### src/rtl/ones_win_pkg.sv
package ones_win_pkg;
  typedef enum logic [1:0] {
    CNT_ZERO = 2'b00,
    CNT_ONE  = 2'b01,
    CNT_TWO  = 2'b10,
    CNT_SAT  = 2'b11
  } cnt_e;
endpackage

### src/rtl/ones_win_cell.sv
module ones_win_cell
  import ones_win_pkg::*;
(
  input  cnt_e c_i,
  input  logic x_i,
  output cnt_e c_o,
  output logic z_o
);
  always_comb begin
    unique case (c_i)
      CNT_ZERO: c_o = x_i ? CNT_ONE : CNT_ZERO;
      CNT_ONE:  c_o = x_i ? CNT_TWO : CNT_ONE;
      CNT_TWO:  c_o = x_i ? CNT_SAT : CNT_TWO;
      default:  c_o = CNT_SAT;
    endcase
  end

  // flag taken from the outgoing count, after x_i is counted
  assign z_o = (c_o == CNT_ONE) || (c_o == CNT_TWO);
endmodule

### src/rtl/ones_win_array.sv
module ones_win_array
  import ones_win_pkg::*;
#(
  parameter int N = 8
) (
  input  logic [N-1:0] vec_i,
  output logic [N-1:0] win_o
);
  cnt_e chain [N+1];

  assign chain[0] = CNT_ZERO;

  for (genvar k = 0; k < N; k++) begin : g_cell
    ones_win_cell u_cell (
      .c_i(chain[k]),
      .x_i(vec_i[k]),
      .c_o(chain[k+1]),
      .z_o(win_o[k])
    );
  end
endmodule

### src/rtl/ones_win_serial.sv
module ones_win_serial
  import ones_win_pkg::*;
(
  input  logic clk_i,
  input  logic rst_ni,
  input  logic clr_i,
  input  logic vld_i,
  input  logic bit_i,
  output logic z_o
);
  cnt_e cnt_q, cnt_d;
  logic z_d, z_q;

  ones_win_cell u_cell (
    .c_i(cnt_q),
    .x_i(bit_i),
    .c_o(cnt_d),
    .z_o(z_d)
  );

  always_ff @(posedge clk_i or negedge rst_ni) begin
    if (!rst_ni) begin
      cnt_q <= CNT_ZERO;
      z_q   <= 1'b0;
    end else if (clr_i) begin
      cnt_q <= CNT_ZERO;
      z_q   <= 1'b0;
    end else if (vld_i) begin
      cnt_q <= cnt_d;
      z_q   <= z_d;
    end
  end

  assign z_o = z_q;

  assert_sat_hold_R3: assert property (@(posedge clk_i) disable iff (!rst_ni)
    (cnt_q == CNT_SAT && !clr_i) |=> (cnt_q == CNT_SAT && !z_q));

  assert_step_R4: assert property (@(posedge clk_i) disable iff (!rst_ni)
    (vld_i && !clr_i) |=> (z_q == (cnt_q == CNT_ONE || cnt_q == CNT_TWO)));

  assert_hold_R5: assert property (@(posedge clk_i) disable iff (!rst_ni)
    (!vld_i && !clr_i) |=> ($stable(cnt_q) && $stable(z_q)));

  assert_clear_R6: assert property (@(posedge clk_i) disable iff (!rst_ni)
    clr_i |=> (cnt_q == CNT_ZERO && !z_q));
endmodule

### src/rtl/ones_win_top.sv
module ones_win_top #(
  parameter int N = 8
) (
  input  logic         clk_i,
  input  logic         rst_ni,
  input  logic [N-1:0] vec_i,
  output logic [N-1:0] win_o,
  input  logic         clr_i,
  input  logic         bit_vld_i,
  input  logic         bit_i,
  output logic         bit_win_o
);
  ones_win_array #(.N(N)) u_array (
    .vec_i(vec_i),
    .win_o(win_o)
  );

  ones_win_serial u_serial (
    .clk_i (clk_i),
    .rst_ni(rst_ni),
    .clr_i (clr_i),
    .vld_i (bit_vld_i),
    .bit_i (bit_i),
    .z_o   (bit_win_o)
  );

  assert_last_R1: assert property (@(posedge clk_i) disable iff (!rst_ni)
    win_o[N-1] == ($countones(vec_i) inside {1, 2}));

  assert_first_R2: assert property (@(posedge clk_i) disable iff (!rst_ni)
    win_o[0] == vec_i[0]);
endmodule

### config.mk
export PLATFORM = sky130hd
export DESIGN_NAME = ones_win_top
export DESIGN_NICKNAME = d
export VERILOG_FILES = /design/src/rtl/ones_win_pkg.sv /design/src/rtl/ones_win_cell.sv /design/src/rtl/ones_win_array.sv /design/src/rtl/ones_win_serial.sv /design/src/rtl/ones_win_top.sv
export SDC_FILE = /design/constraint.sdc
export NUM_CORES = 1
export LEC_CHECK = 0
export ABC_CLOCK_PERIOD_IN_PS = 2460
export BUFFER_PORTS_ARGS = -buffer_cell sky130_fd_sc_hd__buf_2
export CAP_MARGIN = 10
export CORE_AREA = 3 3 40 42
export DETAILED_ROUTE_END_ITERATION = 8
export DIE_AREA = 0 0 43 45
export GPL_TIMING_DRIVEN = 1
export PLACE_DENSITY_LB_ADDON = 0.12
export SYNTH_ARGS = -nofsm -noshare
export SYNTH_HDL_FRONTEND = slang
export SYNTH_HIERARCHICAL = 1
export SYNTH_SLANG_ARGS = --single-unit
### constraint.sdc
create_clock -name clk_i -period 2.46 [get_ports clk_i]
set_input_delay 0.123 -clock clk_i [delete_from_list [all_inputs] [get_ports clk_i]]
set_output_delay 0.123 -clock clk_i [all_outputs]
set_load 0.01 [all_outputs]
==> results.txt <==
The flow ran to the end, and the final reports show no timing, DRC or antenna violations. Summed over all layers, the routed wires come to 893 µm. The cell count after synthesis came out at 52. The horizontal die dimension is 43 µm, and the number of cells traversed by the worst register-to-register path is 4. The number of input and output port buffers inserted is 21.

From synthesis to final layout, the design area changed by 78.3%. Routability-driven placement finished with a final weighted congestion of 0.652. In this run the most critical hold path is launched from clr_i. The run gives 0 as the number of antenna violations at the first check in global routing.

The count of max-cap constraint violations is 0, and the via count is 470. Net switching is 31.8% of the power. The floorplan has 13 rows. Entering global routing, the biggest net connects 5 pins. In this design, the stage delay of the slowest critical-path cell is 0.19 ns.

In the routed design, unresolved DRC markers number 0. The longest clock path from root to sink contains 2 buffers. Setup repair after global routing could not meet its margin everywhere. The critical path is of the in -> out type. The initial utilization of the core area, before any placement, comes to 31.4%. The number of nets in the layout is 111, and the floorplan core area is 0.00128 mm².

The tools report the remaining global-route overflow as 0. Minimum clock period after layout: 2.43 ns. The worst hold path belongs to the class in -> reg. The tools report the setup slack on the worst flop-to-flop path as 1.48 ns. The internal portion of the total power is 174 µW.

Data on the critical path is required at its endpoint by 2.34 ns. The number of stages on the worst hold path was 2. The worst-skew pair later-pin latency is 0.24 ns. Clock-pin slew was measured on the worst setup and hold paths at 0.04 ns. For the DRC violation total after the first TritonRoute iteration, the log shows 0. The power density of the placed cells was 354 mW/mm²; the area enclosed by the die boundary was 0.00194 mm². For the number of failing hold endpoints at the final stage, the log shows 0. The leakage power is 0.405 nW, and the data arrival time of the worst path is 2.31 ns.

The total iterations of the first detailed-routing run came out at 1. Using the TritonRoute via totals, the vias-per-cell ratio works out to 4.20. The post-detailed-route wirelength per cell works out to 7.97 µm. Power comes to 255 µW. The floorplan die height was 45 µm. The top cell types in the final layout, fill and taps aside, are buf_2 (20), buf_4 (14), nor2_1 (12). The cell at the slowest stage of the critical path is and3b_1. The critical path goes through buf_6 > nor2_4 > nor2_2 > and3b_1 > nor2_2 > and3b_1 > nor2_2 > and3b_1 > nor2_2 > and3b_1 > nor2_2 > and3b_1 > nor2_2 > and3b_1 > nor2_1 > nor2_1 > xnor2_1 > buf_2.

The worst path uses 98.8% of the clock period. For the final worst clock skew, the log shows 0.00323 ns. Sequential cells burn 21.6% of the power.

The number of clock sinks is 3. The total clock buffers created by CTS is 3. TritonCTS built the clock tree. The run gives 1 as the number of H-tree levels. The worst register-to-register path begins at u_serial/cnt_q[0]$_DFFE_PN0P_.

The netlist area before placement is 403 µm². The capture point of the worst reg-to-reg path is u_serial/z_o$_DFFE_PN0P_. The worst path meets setup with 0.0304 ns of slack. The power dissipated by switching net loads is 80.9 µW, and the post-place setup slack is -0.198 ns.

Averaged over all synthesized cells, the footprint is 7.75 µm². The count of nets left with antenna violations once routing finished came out at 0. Along the worst path, the maximum fanout reaches 3. In the final layout, the share of cells above drive strength 1 is 55.7%. The antenna diode instance count was 0. The Yosys warning count was 6. The count of pins over their slew limit came out at 0. Hold is met by 0.0643 ns. The worst setup path is captured at a primary output. For the largest voltage drop on the vdd net, the log shows 0.296 mV. For this run, the total global-route usage over all layers was measured as 11.2%. The wire length of the first global-routing pass was 1560 µm; the combinational power share was 42.5%.

Via count of the first global-routing pass: 425. For this design the top-level I/O count stands at 22. Leaving out fill and tap cells, the most frequent cell in the layout is buf_2. The worst setup path is launched from an input port. The path with the worst hold slack has its endpoint at u_serial/cnt_q[0]$_DFFE_PN0P_. The fmax was 412 MHz; the total setup violations reported at the end of the flow was 0. For the clock network fraction of total power, the log shows 35.9%.

The tree is rooted in a clkbuf_4.
[worst max-delay path by stage]
stage / start / endpoint / slack, ns / depth (start not counted)
2_1_floorplan: vec_i[0] / win_o[7] / 0.18 / 16
3_3_place_gp: vec_i[0] / win_o[7] / -0.11 / 18
3_5_place_dp: vec_i[0] / win_o[7] / -0.20 / 18
4_1_cts: vec_i[0] / win_o[7] / -0.02 / 18
5_1_grt: vec_i[0] / win_o[7] / -0.18 / 18
6_report: vec_i[0] / win_o[7] / 0.03 / 18
[timing repair]
| action | CTS | global route |
|---|---|---|
| setup endpoints to repair | 2 | 2 |
| hold endpoints to repair | 3 | 0 |
| hold buffers | 1 | 0 |
| pin swaps | 14 | 4 |
| resized for setup | 9 | 1 |
| cloned | 0 | 0 |
| buffers inserted | 1 | 0 |
[power by group through the flow]
stage | clock, mW | sequential (mW) | combinational, mW
after floorplan | 0 | 0.0562 | 0.0523
after global placement | 0 | 0.0556 | 0.0986
final | 0.0913 | 0.0551 | 0.108
after detailed placement | 0 | 0.0559 | 0.100
after CTS | 0.0962 | 0.0552 | 0.108
after global routing | 0.102 | 0.0559 | 0.121
[routing by layer]
metal | part of all wire (%) | wire length [µm] | GRT usage (%) | up-vias
li1 | - | - | - | 261
met1 | 41 | 366 | 12.1 | 194
met2 | 51 | 457 | 18.0 | 13
met3 | 5.3 | 47 | 2.39 | 2
met4 | 2.5 | 22 | 10.8 | 0
met5 | 0 | 0 | 0 | -
[critical path: cells and delay by family]
family	cells	cell delay, ns
simple gates	15	1.82
buf+inv	2	0.24
xor+xnor	1	0.12
[per-stage QoR]
| step | instances | TNS, ns | util (%) | cell area, µm² |
|---|---|---|---|---|
| floorplan | 57 | 0 | - | 422 |
| global placement | 106 | -0.113 | 50.0 | 643 |
| detailed placement | 106 | -0.267 | 50.0 | 643 |
| CTS | 112 | -0.0224 | 55.7 | 716 |
| global route | 112 | -0.220 | 55.9 | 718 |
| finish | 112 | 0 | 55.9 | 718 |
[area by class of cell]
class	instances	area, µm²
flip-flops and latches	3	75.1
clock buffers	4	26.3
fillers	124	567
well taps	15	18.8
multi-input cells	54	372
repair buffers	36	226
[registers in the layout, indices dropped and copies added, names as in the netlist]
| register | count |
|---|---|
| u_serial/cnt_q | 2 |
| u_serial/z_o | 1 |
Power figures use the tool's default switching activity.
